--- config.mk ---
export PLATFORM = sky130hd
export DESIGN_NAME = rx_burst_admit
export DESIGN_NICKNAME = d
export VERILOG_FILES = /design/src/rtl/rxadm_pkg.sv /design/src/rtl/rxadm_cfg.sv /design/src/rtl/rxadm_policy.sv /design/src/rtl/rxadm_tracker.sv /design/src/rtl/rx_burst_admit.sv
export SDC_FILE = /design/constraint.sdc
export NUM_CORES = 1
export LEC_CHECK = 0
export ABC_CLOCK_PERIOD_IN_PS = 8000
export BUFFER_PORTS_ARGS = -buffer_cell sky130_fd_sc_hd__buf_2
export CORE_ASPECT_RATIO = 0.8
export CORE_MARGIN = 5
export CORE_UTILIZATION = 45
export DETAILED_ROUTE_END_ITERATION = 12
export GPL_TIMING_DRIVEN = 0
export HOLD_SLACK_MARGIN = 0.06
export PLACE_DENSITY = 0.7
export SLEW_MARGIN = 30
export SYNTH_ARGS = -nofsm -noshare
export SYNTH_HDL_FRONTEND = slang
export SYNTH_SLANG_ARGS = --single-unit
--- constraint.sdc ---
create_clock -name clk_i -period 8 [get_ports clk_i]
set_clock_uncertainty 0.2 [all_clocks]
set_input_delay 0.8 -clock clk_i [delete_from_list [all_inputs] [get_ports clk_i]]
set_output_delay 0.8 -clock clk_i [all_outputs]
set_load 0.05 [all_outputs]
--- src/rtl/rxadm_pkg.sv ---
package rxadm_pkg;
  localparam int CNT_W   = 4;
  localparam int BURST_W = 5;

  typedef enum logic [1:0] {
    EP_CTRL = 2'd0,
    EP_ISOC = 2'd1,
    EP_BULK = 2'd2,
    EP_INTR = 2'd3
  } ep_kind_e;

  localparam logic [1:0] SPEED_TOP = 2'b11;

  typedef struct packed {
    logic               thr_en;
    logic [CNT_W-1:0]   pkt_cnt;
    logic [BURST_W-1:0] burst;
  } rxadm_cfg_t;
endpackage

--- src/rtl/rxadm_cfg.sv ---
module rxadm_cfg
  import rxadm_pkg::*;
#(
  parameter int MAX_BURST = 16,
  parameter int RST_CNT   = 2
) (
  input  logic               clk_i,
  input  logic               rst_ni,
  input  logic               wr_i,
  input  logic               thr_en_i,
  input  logic [CNT_W-1:0]   pkt_cnt_i,
  input  logic [BURST_W-1:0] burst_i,
  output rxadm_cfg_t         cfg_o
);
  rxadm_cfg_t cfg_d;

  // clamp illegal fields on write
  always_comb begin
    cfg_d.thr_en  = thr_en_i;
    cfg_d.pkt_cnt = (pkt_cnt_i == '0) ? CNT_W'(1) : pkt_cnt_i;
    if (burst_i == '0)
      cfg_d.burst = BURST_W'(1);
    else if (burst_i > BURST_W'(MAX_BURST))
      cfg_d.burst = BURST_W'(MAX_BURST);
    else
      cfg_d.burst = burst_i;
  end

  always_ff @(posedge clk_i or negedge rst_ni) begin
    if (!rst_ni) begin
      cfg_o.thr_en  <= 1'b1;
      cfg_o.pkt_cnt <= CNT_W'(RST_CNT);
      cfg_o.burst   <= BURST_W'(MAX_BURST);
    end else if (wr_i) begin
      cfg_o <= cfg_d;
    end
  end

  AST_CFG_LEGAL: assert property (@(posedge clk_i) disable iff (!rst_ni)
    (cfg_o.pkt_cnt != '0) && (cfg_o.burst != '0) && (cfg_o.burst <= BURST_W'(MAX_BURST)));
endmodule

--- src/rtl/rxadm_policy.sv ---
module rxadm_policy
  import rxadm_pkg::*;
#(
  parameter int FREE_W    = 6,
  parameter int MAX_BURST = 16
) (
  input  rxadm_cfg_t         cfg_i,
  input  logic [FREE_W-1:0]  free_slots_i,
  input  logic               host_mode_i,
  input  logic [1:0]         speed_i,
  input  logic [1:0]         ep_kind_i,
  output logic               space_ok_o,
  output logic [BURST_W-1:0] len_o
);
  logic               multi;
  logic               capped;
  logic [CNT_W-1:0]   need;
  logic [BURST_W-1:0] cap;

  always_comb begin
    multi  = cfg_i.thr_en & host_mode_i & (speed_i == SPEED_TOP);
    capped = multi & (ep_kind_e'(ep_kind_i) != EP_CTRL);
    need   = multi ? cfg_i.pkt_cnt : CNT_W'(1);
    cap    = capped ? cfg_i.burst : BURST_W'(MAX_BURST);
    space_ok_o = free_slots_i >= FREE_W'(need);
    len_o  = (free_slots_i >= FREE_W'(cap)) ? cap : BURST_W'(free_slots_i);
  end
endmodule

--- src/rtl/rxadm_tracker.sv ---
module rxadm_tracker
  import rxadm_pkg::*;
#(
  parameter int MAX_BURST = 16
) (
  input  logic               clk_i,
  input  logic               rst_ni,
  input  logic               space_ok_i,
  input  logic [BURST_W-1:0] len_i,
  input  logic               req_i,
  input  logic               pkt_rcvd_i,
  input  logic               burst_end_i,
  output logic               start_ok_o,
  output logic               active_o,
  output logic [BURST_W-1:0] grant_o,
  output logic [BURST_W-1:0] left_o
);
  logic start;

  assign start_ok_o = space_ok_i & ~active_o;
  assign start      = req_i & start_ok_o;

  always_ff @(posedge clk_i or negedge rst_ni) begin
    if (!rst_ni) begin
      active_o <= 1'b0;
      grant_o  <= '0;
      left_o   <= '0;
    end else if (start) begin
      active_o <= 1'b1;
      grant_o  <= len_i;
      left_o   <= len_i;
    end else if (active_o) begin
      if (burst_end_i) begin
        active_o <= 1'b0;
        left_o   <= '0;
      end else if (pkt_rcvd_i) begin
        left_o <= left_o - BURST_W'(1);
        if (left_o == BURST_W'(1)) active_o <= 1'b0;
      end
    end
  end

  AST_NO_START_BUSY: assert property (@(posedge clk_i) disable iff (!rst_ni)
    active_o |-> !start_ok_o);
  AST_GRANT_HELD: assert property (@(posedge clk_i) disable iff (!rst_ni)
    (active_o && $past(active_o)) |-> $stable(grant_o));
  AST_GRANT_RANGE: assert property (@(posedge clk_i) disable iff (!rst_ni)
    active_o |-> (grant_o != '0) && (grant_o <= BURST_W'(MAX_BURST)));
  AST_LEFT_BOUND: assert property (@(posedge clk_i) disable iff (!rst_ni)
    active_o |-> (left_o != '0) && (left_o <= grant_o));
  AST_END_CLEARS: assert property (@(posedge clk_i) disable iff (!rst_ni)
    (active_o && burst_end_i && !req_i) |=> (!active_o && left_o == '0));
endmodule

--- src/rtl/rx_burst_admit.sv ---
module rx_burst_admit
  import rxadm_pkg::*;
#(
  parameter int FREE_W    = 6,
  parameter int MAX_BURST = 16,
  parameter int RST_CNT   = 2
) (
  input  logic               clk_i,
  input  logic               rst_ni,
  input  logic               cfg_wr_i,
  input  logic               cfg_thr_en_i,
  input  logic [CNT_W-1:0]   cfg_pkt_cnt_i,
  input  logic [BURST_W-1:0] cfg_burst_i,
  input  logic [FREE_W-1:0]  free_slots_i,
  input  logic               host_mode_i,
  input  logic [1:0]         speed_i,
  input  logic [1:0]         ep_kind_i,
  input  logic               req_i,
  input  logic               pkt_rcvd_i,
  input  logic               burst_end_i,
  output logic               start_ok_o,
  output logic               burst_active_o,
  output logic [BURST_W-1:0] grant_len_o,
  output logic [BURST_W-1:0] pkts_left_o
);
  rxadm_cfg_t         cfg;
  logic               space_ok;
  logic [BURST_W-1:0] len;

  rxadm_cfg #(.MAX_BURST(MAX_BURST), .RST_CNT(RST_CNT)) u_cfg (
    .clk_i, .rst_ni,
    .wr_i      (cfg_wr_i),
    .thr_en_i  (cfg_thr_en_i),
    .pkt_cnt_i (cfg_pkt_cnt_i),
    .burst_i   (cfg_burst_i),
    .cfg_o     (cfg)
  );

  rxadm_policy #(.FREE_W(FREE_W), .MAX_BURST(MAX_BURST)) u_policy (
    .cfg_i        (cfg),
    .free_slots_i (free_slots_i),
    .host_mode_i  (host_mode_i),
    .speed_i      (speed_i),
    .ep_kind_i    (ep_kind_i),
    .space_ok_o   (space_ok),
    .len_o        (len)
  );

  rxadm_tracker #(.MAX_BURST(MAX_BURST)) u_trk (
    .clk_i, .rst_ni,
    .space_ok_i  (space_ok),
    .len_i       (len),
    .req_i       (req_i),
    .pkt_rcvd_i  (pkt_rcvd_i),
    .burst_end_i (burst_end_i),
    .start_ok_o  (start_ok_o),
    .active_o    (burst_active_o),
    .grant_o     (grant_len_o),
    .left_o      (pkts_left_o)
  );

  AST_PERMIT_SPACE: assert property (@(posedge clk_i) disable iff (!rst_ni)
    start_ok_o |-> (free_slots_i != '0));
endmodule

Word level (Yosys, flattened, before mapping)
Cells that the tools add are included.
- word-level logic and storage cells: 39
- output and inout port bits: 12
- register bits: 21
- muxes and demuxes: 15
- eq/ne operators: 2
- add/subtract/negate cells: 1
- order comparisons: 3
- reduce and logical (&&, ||, !) cells: 6
- bitwise operators: 6
- operators by type and width (operator ; count):
    $mux 5 ; 8
    $mux 4 ; 2
    $ge 6x4->1 ; 1
    $ge 6x5->1 ; 1
    $and 1x1->1 ; 5
    $eq 5x1->1 const B ; 1
    $gt 5x5->1 const B ; 1
    $logic_not 5->1 ; 1
    $mux 1 ; 5
    $sub 5x1->5 const B ; 1
    $logic_not 4->1 ; 1
    $reduce_bool 2->1 ; 2
    $reduce_bool 3->1 ; 1
    $eq 2x2->1 const B ; 1
    $reduce_and 2->1 ; 1
    $not 1->1 ; 1

Logic depth before layout (Yosys ltp)
Gate-level depths: netlist of the first run.
- depth after elaboration: 8
- depth in mapped cells: 9
- mapped depth without buffers: 9

Hierarchy
Synthesis of the first run repeated with hierarchy kept, for this count alone.
- cell total of the unflattened synthesis: 139
- area, all modules: 1426.4 um2
- by module, submodules not included (module ; instances ; area an instance (um2) ; cells an instance):
    rxadm_tracker ; 1 ; 674.4 ; 63
    rxadm_cfg ; 1 ; 430.4 ; 34
    rxadm_policy ; 1 ; 321.6 ; 42

Worst setup path after synthesis of the first run
OpenSTA, ideal clock, no wires.
- path type: input port to output port
- start point: in host_mode_i
- end point: out start_ok_o
- required time: 7000 ps
- data arrival time: 2518 ps
- slack: 4482 ps
- stages on the path: 6
- cells stage by stage: and4_1 -> nand2_1 -> ha_1 -> o211ai_1 -> o21ai_2 -> nor2b_1
- word-level cells in the longest chain between the ends: 5
- ends and longest elaborated chain (element ; line ; source):
    start: declaration ; rx_burst_admit.sv:15 ; input logic host_mode_i,
    $and 1x1->1 (2 in a row) ; rxadm_policy.sv:21 ; multi = cfg_i.thr_en & host_mode_i & (speed_i == SPEED_TOP);
    $mux 4 ; rxadm_policy.sv:23 ; need = multi ? cfg_i.pkt_cnt : CNT_W'(1);
    $ge 6x4->1 ; rxadm_policy.sv:25 ; space_ok_o = free_slots_i >= FREE_W'(need);
    $and 1x1->1 ; rxadm_tracker.sv:20 ; assign start_ok_o = space_ok_i & ~active_o;
    end: declaration ; rx_burst_admit.sv:21 ; output logic start_ok_o,
No other way between the ends.

Worst setup path after layout of the first run
Ends and elaborated chain as after synthesis.

==> impl_metrics.toml, run 1 <==
[power_and_ir_drop]
switching_share = 0.453
pwr-share-clk = 0.176
seqPwrFrac = 0.381
ir_drop_mv = 0.150
p_per_area_nw_per_um2 = 251
p_leak_uw = 0.000748
combPwrFrac = 0.443
p_int_uw = 221
finalPower_uw = 404
p_sw_uw = 183

[routing]
viasPerCell = 5.28
drt_pass1_iterations = 4
drc = 0
wl_per_cell_um = 13.7
routed_wirelength_mm = 2.92
num_vias = 1125
drt_iter0_markers = 122
ant_nets = 0

[synth]
async_flop_share = 1.00
yosysMostFrequentCell = "dfrtp_1"
ys_seq_area_frac = 0.401
synth_cells = 133
ys_warn_count = 0
ys_top_cells_by_area = "dfrtp_1 (34%), ha_1 (10%), mux2_2 (8.5%), dfstp_2 (6.0%), nand2_1 (4.8%)"
synth_top_area_share = 0.341
synthTopCellsByCount = "dfrtp_1 (18), nand2_1 (17), ha_1 (11), inv_1 (11), mux2_2 (10)"
avgSynthCellArea_um2 = 9.93
synth_edf_count = 0
yosys.area.top_type = "dfrtp_1"
syn_area_um2 = 1320
ys_ff_latch = 21
synth.distinct_cells = 37
synth_nets = 171
ys.flop_type = "dfrtp_1"

[floorplan]
coreArea_um2 = 2790
rows = 17
die_area_um2 = 4130
die_x_um = 70.6
start_util = 0.474
die_y_um = 58.5
ios = 39

[grt]
grt_pass1_vias = 1128
grt_max_degree = 22
antenna_found_initial = 0
grt_pass1_wl_mm = 5.08
grtUsageTotal = 0.152
grt_overflow = 0

[setup_path]
startpoint_type = "input pin"
crit_type = "in2out"
cpMostUsedCell = "buf_2"
crit_required_ps = 7000
cp_cell_sequence = "buf_2 -> and4_1 -> nand2_1 -> ha_1 -> a2111oi_4 -> o21ai_2 -> nor2b_1 -> buf_2"
critical_path_buf_inv_count = 2
crit_family = "simple AND/OR/NAND/NOR gates"
cp-end-kind = "output port"
cp.arrival_ps = 2470
regToRegSetupSlack_ps = 5170
worst_path_max_delay_cell = "a2111oi_4"
max_stage_delay_ps = 360
path_max_fanout = 7

[layout]
nFillCells = 252
seq_area_um2 = 529
finalInstanceArea_um2 = 1610
stdcell_count = 213
multi_input_area_um2 = 742
final_nets = 214
areaGrowthSynthToFinish_pct = 21.7
n_antenna_cell = 0
drive_above_1_share = 0.349

[timing]
hold_viol = 0
setup_viol = 0
fin_crit_ps = 3470
setup_tns_ps = 0
holdWs_ps = 281
max_freq_mhz = 288
finalCritPeriodShare = 0.434
slew_viol_final = 0
rsz0062_at_grt = "false"
tightest_slew_ps = 472
slew_headroom = 0.685

[flow_run]
drv_cap = 0

[placed_design]
dpl.cell_count = 209
io_buffer_count = 38
gp_congestion = 0.809
dp_hpwl_mm = 2.45
dpl-instance-area_um2 = 1560

[clock_tree]
cts_buffers = 3
clkLatencyLatePin_ps = 260
cts_root_buf = "clkbuf_8"
path_clk_slew_ps = 80
post_cts_resized = 0
cts_tree = "built"
cts.sinks = 21
hold_buffers = 0
clk_path_buf_depth = 2
post-cts-setup-buffers = 0
htreeDepth = 1

[status]
status = "finished, final reports clean"

[worst_hold_path]
hold_path.class = "in2async"
cell type report:
cell class / instances / share of cell area
clock buffer: 3 / 0.0257
inverter: 11 / 0.0257
clock inverter: 1 / 0.00467
sequential: 21 / 0.329
tap: 38 / 0.0296
timing repair buffer: 38 / 0.118
multi-input combinational: 99 / 0.461
buffer: 2 / 0.00545
metrics by stage:
| stage | util | worst slack, ps |
|---|---|---|
| 5_1_grt | 0.577 | 4390 |
| 6_report | 0.577 | 4530 |
| 4_1_cts | 0.577 | 4520 |
| 3_5_place_dp | 0.559 | 4530 |
| 3_3_place_gp | 0.559 | 4540 |
| 2_1_floorplan | - | 4480 |
sequential cells by signal (all words and copies together), names as in the netlist:
signal,cells
u_cfg.cfg_o,10
u_trk.grant_o,5
u_trk.left_o,5
u_trk.active_o,1
power groups by stage:
stage,combinational [uW],sequential (uW),clock [uW]
detailed placement,180,155,0
CTS,181,153,73.0
finish,179,154,71.3
global placement,175,154,0
global route,196,157,76.4
floorplan,73.6,212,0
routing by layer:
layer | vias up | global-route usage | part of all wire
met5 | - | 0 | 0
met3 | 2 | 0.0478 | 0.054
met4 | 0 | 0.0161 | 0.0038
met1 | 531 | 0.206 | 0.48
met2 | 29 | 0.248 | 0.46
li1 | 563 | - | -
cell usage in the layout (no fill, tap or decap), types with 3 or more instances in the layout:
| cell type | n |
|---|---|
| mux2_2 | 10 |
| o21ai_0 | 9 |
| dfstp_2 | 3 |
| a21oi_1 | 3 |
| nor3_1 | 4 |
| o211ai_1 | 4 |
| nand2_1 | 17 |
| dfrtp_1 | 18 |
| buf_2 | 39 |
| nand2b_1 | 3 |
| nor2_1 | 5 |
| clkbuf_8 | 3 |
| nand3b_1 | 4 |
| ha_1 | 11 |
| inv_1 | 11 |
path summary, 6_finish.rpt:
path,from,end,cells after the start
worst max-delay path,host_mode_i,start_ok_o,8
worst min-delay path,rst_ni,u_cfg.cfg_o[8],1
worst max register to register,u_cfg.cfg_o[9],u_trk.left_o[4],9
worst min register to register,u_trk.grant_o[1],u_trk.grant_o[1],2
max in group asynchronous,rst_ni,u_cfg.cfg_o[4],1
min in group clk_i,u_trk.grant_o[1],u_trk.grant_o[1],2
cell families after synthesis:
family | count (synthesis) | synth area share
DFF | 21 | 0.401
buffers and inverters | 13 | 0.0379
and+or+nand+nor | 45 | 0.182
muxes | 12 | 0.100
adders and majority gates | 11 | 0.104
AOI/OAI and AO/OA | 31 | 0.175
No activity file was read; power rests on OpenSTA's default activity.
==> run 2, diff against run 1 <==
--- a/config.mk
+++ b/config.mk
@@ -5,7 +5,8 @@
 export SDC_FILE = /design/constraint.sdc
 export NUM_CORES = 1
 export LEC_CHECK = 0
-export ABC_CLOCK_PERIOD_IN_PS = 8000
+export ABC_AREA = 1
+export ABC_CLOCK_PERIOD_IN_PS = 3100
 export BUFFER_PORTS_ARGS = -buffer_cell sky130_fd_sc_hd__buf_2
 export CORE_ASPECT_RATIO = 0.8
 export CORE_MARGIN = 5
@@ -13,7 +14,7 @@
 export DETAILED_ROUTE_END_ITERATION = 12
 export GPL_TIMING_DRIVEN = 0
 export HOLD_SLACK_MARGIN = 0.06
-export PLACE_DENSITY = 0.7
+export PLACE_DENSITY = 0.72
 export SLEW_MARGIN = 30
 export SYNTH_ARGS = -nofsm -noshare
 export SYNTH_HDL_FRONTEND = slang
==> constraint.sdc (replaced) <==
create_clock -name clk_i -period 3.1 [get_ports clk_i]
set_clock_uncertainty 0.2 [all_clocks]
set_input_delay 0.31 -clock clk_i [delete_from_list [all_inputs] [get_ports clk_i]]
set_output_delay 0.31 -clock clk_i [all_outputs]
set_load 0.05 [all_outputs]
==> run 2 against run 1 <==
  * Die area is 8.9% higher
  * Via count is 15% higher
  * Register-to-register slack worse by 4600 ps
  * Sequential share of layout area is 3.0 points lower
  * Critical endpoint unchanged
==> impl_metrics.toml, run 2 <==
[power_and_ir_drop]
p_leak_uw = 0.00101
p_per_area_nw_per_um2 = 610
ir_drop_mv = 0.363
finalPower_uw = 1080

[clock_tree]
cts.sinks = 21
post-cts-setup-buffers = 0
post_cts_resized = 0
cts_tree = "built"
path_clk_slew_ps = 80
cts_root_buf = "clkbuf_8"
clkLatencyLatePin_ps = 260
cts_buffers = 3
clk_path_buf_depth = 2
htreeDepth = 1

[routing]
drt_iter0_markers = 51
ant_nets = 0
drc = 0
viasPerCell = 4.56
wl_per_cell_um = 10.5
routed_wirelength_mm = 2.98
num_vias = 1294
drt_pass1_iterations = 4

[timing]
slew_viol_final = 0
hold_viol = 0
setup_slack_ps = 440
rsz0062_at_grt = "false"
tightest_slew_ps = 489
finalCritPeriodShare = 0.858
max_freq_mhz = 376
setup_viol = 0
slew_headroom = 0.674
holdWs_ps = 71.7
fin_crit_ps = 2660
setup_tns_ps = 0

[flow_run]
drv_cap = 0

[layout]
areaGrowthSynthToFinish_pct = 21.1
reg_top3 = "u_cfg.cfg_o: 10 flops, u_trk.grant_o: 5 flops, u_trk.left_o: 5 flops"
mostFrequentLayoutCells = "nand2_1 (77), buf_2 (39), inv_1 (26), dfrtp_1 (18), ha_1 (11)"
n_antenna_cell = 0
largest_reg_flops = 10
finalInstanceArea_um2 = 1770
final_common_cell = "nand2_1"
final_nets = 283
drive_above_1_share = 0.295
largest_register = "u_cfg.cfg_o"

[floorplan]
start_util = 0.470
die_y_um = 61.0
coreArea_um2 = 3110
die_area_um2 = 4490
ios = 39
die_x_um = 73.7
rows = 18

[setup_path]
crit_required_ps = 2590
cp-end-kind = "output port"
cp.arrival_ps = 2150
startpoint_type = "flop"
crit_type = "reg2out"
r2r-start = "u_cfg.cfg_o[9]"
crit_path_start = "u_cfg.cfg_o[9]"
path_max_fanout = 5

[worst_hold_path]
hold_start = "cfg_pkt_cnt_i[1]"
hold_path.class = "in2reg"

[synth]
async_flop_share = 1.00
synthSimpleGateAreaFrac = 0.353
syn_area_um2 = 1460
synth_top_area_share = 0.308
yosys.area.top_type = "dfrtp_1"
synth_fa_ha_area_frac = 0.0942
synth_nets = 238
synth_top_family_by_area = "simple AND/OR/NAND/NOR gates"
ys_warn_count = 0
synth_edf_count = 0
synth_cells = 200
ys_ff_latch = 21
ys_seq_area_frac = 0.362
synthTopCellsByCount = "nand2_1 (77), inv_1 (26), dfrtp_1 (18), ha_1 (11), nor2_1 (10)"
ys.flop_type = "dfrtp_1"
synth_compound_area_frac = 0.0796
avgSynthCellArea_um2 = 7.31
ys_top_cells_by_area = "dfrtp_1 (31%), nand2_1 (20%), ha_1 (9.4%), inv_1 (6.7%), dfstp_2 (5.4%)"
synth_xor_area_frac = 0.00599
yosysMostFrequentCell = "nand2_1"
synth.distinct_cells = 30
yosys-mux-area-fraction = 0

[grt]
grt_pass1_wl_mm = 5.29
grtUsageTotal = 0.151
antenna_found_initial = 0
grt_pass1_vias = 1192
grt_max_degree = 22
grt_overflow = 0

[placed_design]
dpl-instance-area_um2 = 1700
io_buffer_count = 38
gp_congestion = 0.785
pre_cts_ws_ps = 597
dp_hpwl_mm = 2.44

[status]
status = "finished, final reports clean"
run 2: worst paths after layout:
kind / to / slack, ps / cells past startpoint
min reg2reg: u_cfg.cfg_o[9] / 270 / 2
max reg2reg: u_trk.left_o[3] / 590 / 16
min: u_cfg.cfg_o[6] / 70 / 3
min in group asynchronous: u_cfg.cfg_o[5] / 360 / 2
max: start_ok_o / 440 / 11
max in group asynchronous: u_cfg.cfg_o[6] / 1990 / 2
run 2: timing repair:
item / CTS / global route
hold endpoints to repair: 19 / 0
hold buffers: 2 / 0
endpoints found under the setup margin: 0 / 0
run 2: final cells by class:
class | count | area, um2
clock inverters | 1 | 7.51
fillers | 303 | 1340
clock buffers | 3 | 41.3
inverters | 35 | 145
plain buffers | 2 | 8.76
repair buffers | 40 | 210
multi-input cells | 142 | 778
well taps | 40 | 50.0
flip-flops and latches | 21 | 529
run 2: critical path: stages (launching register included):
cell and delay, ps:
dfstp_2 530, nand2_1 70, nor2_4 190, nand2_1 80
ha_1 300, nand2_1 60, nor2_1 100, nand2_1 60
nand2_1 110, nand2_2 90, inv_1 50, buf_2 250
run 2: metal layers:
metal  wire (um)  GRT usage
met4          29     0.0336
met1        1520      0.218
met5           0          0
met3         179     0.0348
met2        1260      0.230
run 2: cell families after synthesis:
| logic type | Yosys count |
|---|---|
| buf+inv | 37 |
| compound gates | 18 |
| flops | 21 |
| xor+xnor | 1 |
| simple gates | 112 |
| fa+ha+maj | 11 |
run 2: report_power, final:
group / internal, uW / switching, uW / leakage (uW) / total (uW)
Clock: 90.7 / 92.5 / 0.0000217 / 183
Sequential: 333 / 49.5 / 0.000261 / 382
Combinational: 153 / 361 / 0.000723 / 514
run 2: through the flow:
step / util / instances
6_report: 0.570 / 284
5_1_grt: 0.570 / 284
4_1_cts: 0.570 / 284
3_5_place_dp: 0.548 / 278
3_3_place_gp: 0.548 / 278
2_1_floorplan: - / 200
